<file path="src/rtl/supply_guard_pkg.sv">
package supply_guard_pkg;

    typedef enum logic [2:0] {
        ST_SEALED = 3'd0,
        ST_NORMAL = 3'd1,
        ST_PROT   = 3'd2,
        ST_BATT   = 3'd3,
        ST_RECOV  = 3'd4
    } sg_state_e;

    typedef struct packed {
        sg_state_e state;
        logic      seal;
    } sg_regs_s;

endpackage

</file>
<file path="src/rtl/sg_window.sv">
// Two-sided level compare: one trip point for falling, one for rising.
module sg_window #(
    parameter int CODE_W = 10
) (
    input  logic [CODE_W-1:0] code,
    input  logic [CODE_W-1:0] lo_thr,
    input  logic [CODE_W-1:0] hi_thr,
    output logic              at_or_below,
    output logic              at_or_above
);
    assign at_or_below = (code <= lo_thr);
    assign at_or_above = (code >= hi_thr);
endmodule

</file>
<file path="src/rtl/sg_recovery_timer.sv">
// Counts consecutive qualifying cycles; done flags the last one.
module sg_recovery_timer #(
    parameter int CYCLES = 400000,
    localparam int CNT_W = $clog2(CYCLES + 1)
) (
    input  logic clk,
    input  logic rst_n,
    input  logic run,
    output logic done
);
    logic [CNT_W-1:0] cnt_d, cnt_q;

    assign done = run && (cnt_q == CNT_W'(CYCLES - 1));

    always_comb begin
        cnt_d = '0;
        if (run && !done) begin
            cnt_d = cnt_q + 1'b1;
        end
    end

    always_ff @(posedge clk or negedge rst_n) begin
        if (!rst_n) begin
            cnt_q <= '0;
        end else begin
            cnt_q <= cnt_d;
        end
    end
endmodule

</file>
<file path="src/rtl/supply_guard.sv">
module supply_guard
    import supply_guard_pkg::*;
#(
    parameter int CODE_W      = 10,
    parameter int CLK_KHZ     = 200000,
    parameter int RECOVERY_US = 2000,
    parameter int FULL_NARROW = 475,
    parameter int PROT_NARROW = 450,
    parameter int FULL_WIDE   = 450,
    parameter int PROT_WIDE   = 425,
    parameter int BATT_LVL    = 300,
    parameter int SEAL_LVL    = 425,
    parameter int HYST        = 2
) (
    input  logic              clk,
    input  logic              rst_n,
    input  logic [CODE_W-1:0] supply_code,
    input  logic              tol_sel_wide,
    input  logic              ce_n,
    output logic              access_enable,
    output logic              write_protect,
    output logic              outputs_tristate,
    output logic              battery_connect,
    output logic              seal_released,
    output logic [2:0]        state
);
    localparam int REC_RAW    = (CLK_KHZ * RECOVERY_US) / 1000;
    localparam int REC_CYCLES = (REC_RAW < 1) ? 1 : REC_RAW;

    localparam logic [CODE_W-1:0] TRIP_NARROW = CODE_W'(PROT_NARROW + HYST);
    localparam logic [CODE_W-1:0] TRIP_WIDE   = CODE_W'(PROT_WIDE + HYST);
    localparam logic [CODE_W-1:0] RISE_NARROW = CODE_W'(FULL_NARROW + HYST);
    localparam logic [CODE_W-1:0] RISE_WIDE   = CODE_W'(FULL_WIDE + HYST);
    localparam logic [CODE_W-1:0] BATT_ON     = CODE_W'(BATT_LVL - HYST);
    localparam logic [CODE_W-1:0] BATT_OFF    = CODE_W'(BATT_LVL + HYST);
    localparam logic [CODE_W-1:0] SEAL_CODE   = CODE_W'(SEAL_LVL);

    sg_regs_s regs_d, regs_q;

    logic [CODE_W-1:0] trip_lvl, rise_lvl;
    logic              fall_trip, rise_ok, batt_low, batt_ok;
    logic              seal_hit, rec_run, rec_done;

    assign trip_lvl = tol_sel_wide ? TRIP_WIDE : TRIP_NARROW;
    assign rise_lvl = tol_sel_wide ? RISE_WIDE : RISE_NARROW;
    assign seal_hit = (supply_code > SEAL_CODE);

    sg_window #(.CODE_W(CODE_W)) u_prot_win (
        .code        (supply_code),
        .lo_thr      (trip_lvl),
        .hi_thr      (rise_lvl),
        .at_or_below (fall_trip),
        .at_or_above (rise_ok)
    );

    sg_window #(.CODE_W(CODE_W)) u_batt_win (
        .code        (supply_code),
        .lo_thr      (BATT_ON),
        .hi_thr      (BATT_OFF),
        .at_or_below (batt_low),
        .at_or_above (batt_ok)
    );

    assign rec_run = (regs_q.state == ST_RECOV) && ce_n;

    sg_recovery_timer #(.CYCLES(REC_CYCLES)) u_rec_timer (
        .clk   (clk),
        .rst_n (rst_n),
        .run   (rec_run),
        .done  (rec_done)
    );

    always_comb begin
        regs_d = regs_q;
        case (regs_q.state)
            ST_SEALED: begin
                if (seal_hit) begin
                    regs_d.state = ST_PROT;
                    regs_d.seal  = 1'b1;
                end
            end
            ST_PROT: begin
                if (batt_low) begin
                    regs_d.state = ST_BATT;
                end else if (rise_ok) begin
                    regs_d.state = ST_RECOV;
                end
            end
            ST_BATT: begin
                if (batt_ok) begin
                    regs_d.state = ST_PROT;
                end
            end
            ST_RECOV: begin
                if (fall_trip) begin
                    regs_d.state = ST_PROT;
                end else if (rec_done) begin
                    regs_d.state = ST_NORMAL;
                end
            end
            ST_NORMAL: begin
                if (fall_trip) begin
                    regs_d.state = ST_PROT;
                end
            end
            default: regs_d.state = ST_PROT;
        endcase
    end

    always_ff @(posedge clk or negedge rst_n) begin
        if (!rst_n) begin
            regs_q <= '{state: ST_SEALED, seal: 1'b0};
        end else begin
            regs_q <= regs_d;
        end
    end

    assign access_enable    = (regs_q.state == ST_NORMAL);
    assign write_protect    = (regs_q.state != ST_NORMAL);
    assign outputs_tristate = (regs_q.state != ST_NORMAL) || ce_n;
    assign battery_connect  = (regs_q.state == ST_BATT);
    assign seal_released    = regs_q.seal;
    assign state            = regs_q.state;
endmodule

</file>
<file path="config.mk">
export PLATFORM = sky130hd
export DESIGN_NAME = supply_guard
export DESIGN_NICKNAME = d
export VERILOG_FILES = /design/src/rtl/supply_guard_pkg.sv /design/src/rtl/sg_window.sv /design/src/rtl/sg_recovery_timer.sv /design/src/rtl/supply_guard.sv
export SDC_FILE = /design/constraint.sdc
export NUM_CORES = 1
export LEC_CHECK = 0
export BUFFER_PORTS_ARGS = -buffer_cell sky130_fd_sc_hd__buf_2
export CELL_PAD_IN_SITES_DETAIL_PLACEMENT = 0
export CELL_PAD_IN_SITES_GLOBAL_PLACEMENT = 1
export CORE_ASPECT_RATIO = 1.5
export CORE_MARGIN = 3
export CORE_UTILIZATION = 30
export CTS_CLUSTER_DIAMETER = 30
export CTS_CLUSTER_SIZE = 28
export DETAILED_ROUTE_END_ITERATION = 6
export PLACE_DENSITY_LB_ADDON = 0.12
export SLEW_MARGIN = 20
export SYNTH_ARGS = -nofsm -noshare
export SYNTH_HDL_FRONTEND = slang
export SYNTH_SLANG_ARGS = --single-unit
</file>
<file path="constraint.sdc">
create_clock -name clk -period 1.9 [get_ports clk]
set_input_delay 0.285 -clock clk [delete_from_list [all_inputs] [get_ports clk]]
set_output_delay 0.285 -clock clk [all_outputs]
set_load 0.01 [all_outputs]
</file>
==> results.md, run 1 <==
* Worst path cell trace: buf_8, clkinvlp_4, ha_4, and4b_1, a311o_1, a32o_2, a211oi_4, a211oi_2, mux2_4
* Syn Area/Cell at 8.99 sq um
* R2r setup slk at -10 ps
* Die area at ~5900 sq um
* CP endpoint: state[1]
* RSZ-0062 raised after global routing: yes
* Sequential share of the synthesized area at about two fifths
* Metal1 wirelength at approximately 1.5 mm
* Failing checks: hold timing, setup timing
* Period utilisation layout at 103%
* GRT Util Overall at between 10 and 15%
* EDFF count, synth at 0
* Yosys top cell by area: dfrtp_1
* Max VDD drop at about 340 uV
* WL met2 at 2.19 mm
* CTS tree: done
* Critical Path Start: tol_sel_wide
* Via count at approximately 1.4k
* # DRC at 0
* Rows at 30
* Fmax at around 0.51 GHz
* Core Region at between 4000 and 5000 sq um
* Pwr/cell area at roughly 700 nW/um^2
* CP Max Fanout at 4
* Setup violations, final at 1
* Hold slack at -19.1 ps
* Worst skew pair latency at 260 ps
* CTS H-tree lvls at 1
* Final WS setup at -55.1 ps
* Slew Limit Fails at 0
* Average wire per standard cell at 13.8 um
* Yosys warning count at 0
* Final GP Congestion at roughly 0.79
* Layout cells sized above 1 at ~33%
* Die H at between 90 and 100 um
* Diode count at 0
* Grt ovf at 0
* Prevailing post-synth register cell: dfrtp_1
* Critical path data required time at roughly 2100 ps
* Max clock buf depth at 2
* Max-cap violations at 0
* Worst r2r src: u_rec_timer.cnt_q[10]
* Static leakage at between 0.9 and 1 nW
* Final #Nets at 244
* Slew @ Worst Pin at about 500 ps
* Worst Skew at roughly 2.2 ps
* HP Class: in2async
* Synth top area share at 38.3%
* Total Wirelength at around 3.9 mm
* Initial Util at between 30% and 40%
* Pin count of the biggest net entering global routing at 24
* Number of I/O port buffers at 21
* Final hold vios at 23
* Arr. time, crit path at ~2100 ps
* Main area contributors after synthesis: dfrtp_1, ha_1, xor2_1
* Initial antenna violation count at 0
* Max stage delay cell, worst path: mux2_4
* Clk pin slew, worst setup/hold paths at around 80 ps
* Synthesis-stage register bit count at 23
* Synth Instances at approximately 170
* FFs w/ async S/R, synth at 100%
* Syn Std Cell Area at roughly 1500 sq um
* CP top delay family: compound AO/OA/AOI/OAI gates
* Post-synth top cells: nor2_1, dfrtp_1, xor2_1
* Dpl hpwl at between 3 and 4 mm
* Die W at 63.8 um
* DRT Pass-1 Iters at 4
* Critical path depth at 9
* Worst R2R Path Depth at 7
* Clk sinks at 23
* Num ports at 22
* Crit path buf inv count at 2
* Crit path launch type: primary input
* Slew HR at between 60 and 70%
* WS Path Type: in2reg
* Most common cell in the netlist: nor2_1
* Final ANT Viol Nets at 0
* Global-route wire length before repair at 6.56 mm
* Tmin final at between 1500 and 2000 ps
* Layout area overhead at 37.8%
* Critical path's largest stage delay at 310 ps
* Vias in the first global route at between 1k and 1.5k
* Root buf cell: clkbuf_8
* Worst setup EP type: register
* Number of buffers created by CTS at 3
* Met3 wire len at 92 um
* Via/cell ratio at 4.99
* Highest routed layer: met4
* Synthesized Nets at between 150 and 200
* Initial DRC count at between 40 and 50
* Distinct cells, synth at 39
* Reg-to-Reg End: state[1]
* Setup TNS at -55.1 ps
* Status: finished with violations
## placed cells by master (no fill, tap or decap), types with 6 or more instances in the layout
cell | synthesis | final
buf_2 | 3 | 20
buf_4 | 0 | 32
dfrtp_1 | 23 | 23
ha_1 | 10 | 6
nand2_1 | 11 | 11
nand3_1 | 9 | 9
nand4_1 | 9 | 9
nor2_1 | 26 | 26
xor2_1 | 12 | 12
## per-layer routing
metal	vias up	GRT usage, %
met1	674	14.7
met3	10	1.58
li1	701	-
met5	-	0
met2	27	27.3
met4	0	5.95
## repair_timing
item                       in CTS  in global routing
hold buffers                    0                  0
setup buffers                   0                  1
pin swaps                       0                  5
setup endpoints to repair       3                  2
resized for setup               8                  2
## metrics by stage
stage               cell area [sq um]  worst slack, ps  instances  power [mW]  utilization, %
CTS                              2050            -61.9        282        1.45            43.8
global placement                 1960             -363        278        1.12            41.8
finish                           2070            -55.1        283        1.44            44.1
floorplan                        1550             -153        167       0.915               -
detailed placement               1960             -426        278        1.13            41.8
global route                     2070             -116        283        1.55            44.1
## power by group
part	internal (mW)	switching [mW]	leakage, nW
Sequential	0.524	0.0782	0.312
Combinational	0.275	0.264	0.569
Clock	0.149	0.151	0.0228
Total	0.948	0.493	0.904
## state kept, by name (all words and copies together) (netlist names)
signal / cells
u_rec_timer.cnt_q: 19
seal_released: 1
state: 3
## cell families (layout without fill, tap and decap cells)
family / count (synthesis) / after routing / synth area share [%]
AND/OR/NAND/NOR: 77 / 77 / 26.1
AO/OA/AOI/OAI: 27 / 27 / 13.1
flip-flops: 23 / 23 / 38.3
XOR/XNOR: 17 / 17 / 9.92
buffers and inverters: 12 / 64 / 3.25
adder cells (fa/ha/maj): 10 / 10 / 8.33
multiplexers: 1 / 1 / 1.00
## area by class of cell
class / count / area, sq um
inverters: 6 / 26.3
clock buffers: 4 / 45.0
fillers: 467 / 2620
repair buffers: 54 / 375
flip-flops and latches: 23 / 576
well taps: 64 / 80.1
multi-input cells: 132 / 967
## worst min-delay path by stage
stage               startpoint              endpoint  slack (ps)  cells after the start
floorplan                rst_n         seal_released         -10                      0
global placement         rst_n  u_rec_timer.cnt_q[9]         290                      1
detailed placement       rst_n  u_rec_timer.cnt_q[9]         300                      1
CTS                      rst_n  u_rec_timer.cnt_q[9]           7                      1
global route             rst_n  u_rec_timer.cnt_q[9]          20                      1
finish                   rst_n  u_rec_timer.cnt_q[9]         -20                      1
Power figures use the tool's default switching activity.
==> run 2: changes to the inputs <==
--- a/config.mk
+++ b/config.mk
@@ -10,7 +10,7 @@
 export CELL_PAD_IN_SITES_GLOBAL_PLACEMENT = 1
 export CORE_ASPECT_RATIO = 1.5
 export CORE_MARGIN = 3
-export CORE_UTILIZATION = 30
+export CORE_UTILIZATION = 35
 export CTS_CLUSTER_DIAMETER = 30
 export CTS_CLUSTER_SIZE = 28
 export DETAILED_ROUTE_END_ITERATION = 6
==> run 2 against run 1 <==
Against the previous run: the run still ends with hold timing, setup timing left; setup slack worse by 41 ps; utilization up 6.1 points; maximum frequency down 2.0%; first-iteration DRC count up 20%; sequential power down 1%; die area down 13%; largest cell class unchanged.
==> results.md, run 2 (synthesized netlist as in run 1, its figures left out) <==
* Status: finished with violations
* Failing checks: hold timing, setup timing
* Hold slack at -10.6 ps (+8.53 ps)
* Vias in the first global route at 1523 (+5.3%)
* Crit path launch type: primary input
* CP Max Fanout at 4 (unchanged)
* Initial DRC count at 53 (+20%)
* Final hold vios at 23 (unchanged)
* Static leakage at 0.883 nW (-2.4%)
* Tmin final at 2000 ps (+40.7 ps)
* Slew HR at 65.5% (-1.1 points)
* Setup TNS at -160 ps (-105 ps)
* WS Path Type: in2reg
* HP Class: in2async
* Grt peak-use layer: met2
* Reg-to-Reg End: state[1]
* Seq pwr share at 40.8% (-1.0 points)
* Filler cells at 379 (-19%)
* Combinational share of power at 38.8% (+1.4 points)
* Critical path data required time at 2050 ps (about the same)
* Diode count at 0 (unchanged)
* Arr. time, crit path at 2150 ps (+50 ps)
* GRT Util Overall at 16.3% (+2.3 points)
* Max reg flops at 19 (unchanged)
* Grt ovf at 0 (unchanged)
* Register area at 577 sq um (+0.22%)
* Core Region at 4030 sq um (-14%)
* P_int at 962 uW (+1.5%)
* GRT met1 Usage at 17.3% (+2.6 points)
* Via count at 1447 (+2.5%)
* Post-layout total power at 1.46 mW (+1.3%)
* Period utilisation layout at 105% (+2.1 points)
* Final Cell Area at 2020 sq um (-2.3%)
* Met2 Use GR at 29.6% (+2.3 points)
* RSZ-0062 raised after global routing: yes
* Num ports at 22 (unchanged)
* Pwr/cell area at 722 nW/um^2 (+3.7%)
* Die area at 5130 sq um (-13%)
* Worst Skew at 1.86 ps (-0.315 ps)
* Multi-input logic area at 976 sq um (+0.91%)
* Slew @ Worst Pin at 517 ps (+16.0 ps)
* Initial Util at 37.3% (+5.3 points)
* Max clock buf depth at 2 (unchanged)
* Worst setup EP type: register
* Die W at 59.5 um (-6.7%)
* Biggest register: u_rec_timer.cnt_q
* Total Wirelength at 3.84 mm (-1.9%)
* Worst skew pair latency at 260 ps (about the same)
* Rows at 28 (-6.7%)
* Most frequent cells in the layout: nor2_1, buf_4, dfrtp_1
* Dpl hpwl at 3.03 mm (-1.3%)
* Final #Nets at 239 (-2.0%)
* Switching power share of the total at 34.1% (-0.14 points)
* Pin count of the biggest net entering global routing at 24 (unchanged)
* Setup violations, final at 3 (+2)
* Sw Pwr at 497 uW (+0.85%)
* Final GP Congestion at 0.840 (+6.4%)
* Number of buffers created by CTS at 3 (unchanged)
* Initial antenna violation count at 0 (unchanged)
* Average wire per standard cell at 14.8 um (+7.1%)
* CTS H-tree lvls at 1 (unchanged)
* Cell Area, Placed at 1880 sq um (-3.9%)
* Slew Limit Fails at 0 (unchanged)
* Max VDD drop at 706 uV (+110%)
* Worst R2R Path Depth at 6 (-1)
* Layout area overhead at 34.7%
* R2r setup slk at -40 ps (-30 ps)
* Via/cell ratio at 5.59 (+12%)
* Max-cap violations at 0 (unchanged)
* Clock Power Share at 20.4% (-0.4 points)
* DRT Pass-1 Iters at 4 (unchanged)
* # DRC at 0 (unchanged)
* M3 GR Usage at 2.09% (+0.51 points)
* CTS tree: done
* Fmax at 0.501 GHz (-2.0%)
* Layout cells sized above 1 at 32.7% (-0.62 points)
* Clk sinks at 23 (unchanged)
* Final ANT Viol Nets at 0 (unchanged)
* Die H at 86.2 um (-6.9%)
* Pre-CTS setup slack at -444 ps (-18.3 ps)
* Worst r2r src: u_rec_timer.cnt_q[16]
* Clk pin slew, worst setup/hold paths at 80 ps (about the same)
* Final WS setup at -95.7 ps (-40.7 ps)
* Global-route wire length before repair at 6.48 mm (-1.2%)
* Root buf cell: clkbuf_8
* Number of I/O port buffers at 21 (unchanged)
-- run 2: cell type report --
type	count	area share, %
multi-input cells	132	48.3
inverters	6	1.30
flip-flops and latches	23	28.5
repair buffers	49	16.9
clock buffers	4	2.23
well taps	45	2.78
-- run 2: metal layers --
layer | wire length, um | vias to the layer above
li1 | - | 686
met1 | 1350 | 695
met2 | 2160 | 54
met3 | 204 | 12
met4 | 125 | 0
met5 | 0 | -
-- run 2: critical path, stage by stage --
cell        delay (ps)
buf_8               80
clkinvlp_4         160
ha_1               340
nor3b_1             50
o31ai_1            290
a41o_1             250
o32ai_1            110
a211oi_2           260
mux2_4             320
-- run 2: through the flow --
| stage | std cells | utilization, % |
|---|---|---|
| after detailed placement | 252 | 46.8 |
| after CTS | 257 | 49.0 |
| after global placement | 252 | 46.8 |
| final | 259 | 50.2 |
| after global routing | 259 | 50.2 |
| after floorplan | 167 | - |
-- run 2: what timing repair did --
item / CTS / global route
setup buffers: 1 / 2
hold buffers: 0 / 0
pin swaps: 3 / 6
setup endpoints to repair: 2 / 3
cloned: 0 / 0
hold endpoints to repair: 0 / 0
resized for setup: 7 / 5
-- run 2: power groups by stage --
stage                     Combinational (mW)  Sequential [mW]  Clock, mW
after floorplan                        0.341            0.574          0
after global routing                   0.624            0.604      0.333
after detailed placement               0.522            0.601          0
final                                  0.567            0.595      0.298
after CTS                              0.542            0.591      0.309
after global placement                 0.516            0.599          0
-- run 2: worst max-delay path by stage --
stage,start,to,slack (ps),depth (start not counted)
floorplan,tol_sel_wide,state[1],-150,8
global placement,tol_sel_wide,state[1],-380,9
detailed placement,tol_sel_wide,state[1],-440,9
CTS,tol_sel_wide,state[1],-80,9
global route,u_rec_timer.cnt_q[16],state[1],-190,6
finish,tol_sel_wide,state[1],-100,9
==> run 3: changes to the inputs <==
--- a/config.mk
+++ b/config.mk
@@ -15,6 +15,7 @@
 export CTS_CLUSTER_SIZE = 28
 export DETAILED_ROUTE_END_ITERATION = 6
 export PLACE_DENSITY_LB_ADDON = 0.12
+export SKIP_CTS_REPAIR_TIMING = 1
 export SLEW_MARGIN = 20
 export SYNTH_ARGS = -nofsm -noshare
 export SYNTH_HDL_FRONTEND = slang
==> run 3 against run 2 <==
Against the previous run: the flow still finishes with violations (hold timing, setup timing); sequential power about the same; cell area is 2.4% lower; first-iteration DRC count down 19%; setup slack lost 18 ps; via count fell by 0.83%; total power fell by 2.4%; critical path depth stayed put; sequential cell count stayed put; sequential share of layout area is 0.64 points higher; highest routed layer unchanged; combinational power shrank 6.3%; utilization decreased by 1.2 points.
==> results.md, run 3 (synthesized netlist as in run 1, its figures left out) <==
* Status: finished with violations
* Failing checks: hold timing, setup timing
* CTS tree: done
* Fmax at 0.497 GHz (-0.89%)
* Critical path data required time at 2050 ps (about the same)
* Period utilisation layout at 106% (+0.94 points)
* Rows at 28 (unchanged)
* Number of I/O port buffers at 21 (unchanged)
* WS Path Type: in2reg
* Most common cell after layout, fill and taps aside: nor2_1
* Worst skew pair latency at 260 ps (about the same)
* Hold slack at -13.0 ps (-2.41 ps)
* Core Region at 4030 sq um (unchanged)
* Max VDD drop at 647 uV (-8.4%)
* Final #Nets at 236 (-1.3%)
* Layout cells sized above 1 at 30.3% (-2.4 points)
* Dpl hpwl at 3.03 mm (unchanged)
* Grt ovf at 0 (unchanged)
* Dpl cells at 252 (unchanged)
* Crit path launch type: primary input
* Final GP Congestion at 0.840 (unchanged)
* Most frequent cells in the layout: nor2_1, buf_4, dfrtp_1
* Static leakage at 0.862 nW (-2.4%)
* Setup violations, final at 2 (-1)
* Slew HR at 65.7% (+0.22 points)
* Via/cell ratio at 5.61 (+0.33%)
* Average wire per standard cell at 14.7 um (-0.65%)
* Max reg flops at 19 (unchanged)
* WL met2 at 2.09 mm (-3.0%)
* Final hold vios at 23 (unchanged)
* Number of buffers created by CTS at 3 (unchanged)
* Filler cells at 389 (+2.6%)
* Die W at 59.5 um (unchanged)
* Layout Cells excl Fill at 256 (-1.2%)
* Arr. time, crit path at 2160 ps (about the same)
* Via count at 1435 (-0.83%)
* Initial DRC count at 43 (-19%)
* Die area at 5130 sq um (unchanged)
* Initial antenna violation count at 0 (unchanged)
* CP Max Fanout at 4 (unchanged)
* Die H at 86.2 um (unchanged)
* Post-layout total power at 1.42 mW (-2.4%)
* Setup TNS at -180 ps (-20.4 ps)
* Worst setup EP type: register
* Pwr/cell area at 722 nW/um^2 (about the same)
* CTS H-tree lvls at 1 (unchanged)
* GRT Util Overall at 16.0% (-0.33 points)
* Final WS setup at -114 ps (-17.9 ps)
* Max clock buf depth at 2 (unchanged)
* Clk sinks at 23 (unchanged)
* Final ANT Viol Nets at 0 (unchanged)
* Initial Util at 37.3% (unchanged)
* Num ports at 22 (unchanged)
* Clk pin slew, worst setup/hold paths at 80 ps (about the same)
* Metal1 wirelength at 1.33 mm (-1.4%)
* Highest routed layer: met4
* Pin count of the biggest net entering global routing at 24 (unchanged)
* R2r setup slk at -60 ps (-20 ps)
* Tmin final at 2010 ps (+17.9 ps)
* Diode count at 0 (unchanged)
* Biggest register: u_rec_timer.cnt_q
* Total Wirelength at 3.77 mm (-1.8%)
* Layout area overhead at 31.4%
* Slew Limit Fails at 0 (unchanged)
* HP Class: in2async
* Root buf cell: clkbuf_8
* DRT Pass-1 Iters at 4 (unchanged)
* RSZ-0062 raised after global routing: yes
* Max-cap violations at 0 (unchanged)
* Register area at 576 sq um (-0.22%)
* Vias in the first global route at 1487 (-2.4%)
* Worst Skew at 1.91 ps (+0.0494 ps)
* Multi-input logic area at 955 sq um (-2.2%)
* Met3 wire len at 177 um (-13%)
* Slew @ Worst Pin at 514 ps (-3.26 ps)
* # DRC at 0 (unchanged)
* Global-route wire length before repair at 6.36 mm (-1.8%)
-- run 3: through the flow --
step,area [sq um],util [%],worst slack (ps)
after floorplan,1550,-,-153
after global placement,1880,46.8,-376
after detailed placement,1880,46.8,-444
after CTS,1930,47.9,-166
after global routing,1970,49.0,-251
final,1970,49.0,-114
-- run 3: area by class of cell --
| type | count | share of cell area (%) |
|---|---|---|
| clock buffers | 4 | 2.28 |
| repair buffers | 46 | 16.0 |
| well taps | 45 | 2.85 |
| multi-input cells | 132 | 48.4 |
| flip-flops and latches | 23 | 29.2 |
| inverters | 6 | 1.33 |
-- run 3: path summary, 6_finish.rpt --
path	from	endpoint	cells past startpoint
setup / recovery	tol_sel_wide	state[1]	9
hold / removal	rst_n	u_rec_timer.cnt_q[2]	1
setup reg to reg	u_rec_timer.cnt_q[16]	state[0]	7
hold reg to reg	seal_released	seal_released	1
max in group asynchronous	rst_n	state[2]	1
min in group clk	ce_n	u_rec_timer.cnt_q[6]	3
-- run 3: critical path: stages --
cell and delay, ps:
buf_8 80, clkinvlp_4 180, ha_4 300, and4b_1 190, a311o_1 280, a32o_2 280, a211oi_2 210, a211oi_2 70
mux2_4 300
-- run 3: layer usage --
metal / up-vias / track usage (%)
li1: 680 / -
met1: 686 / 17.4
met2: 53 / 28.9
met3: 16 / 1.64
met4: 0 / 9.07
met5: - / 0
-- run 3: power by group --
group / total, mW / internal [mW] / switching, mW
Combinational: 0.531 / 0.268 / 0.263
Sequential: 0.593 / 0.524 / 0.0687
Clock: 0.300 / 0.150 / 0.151
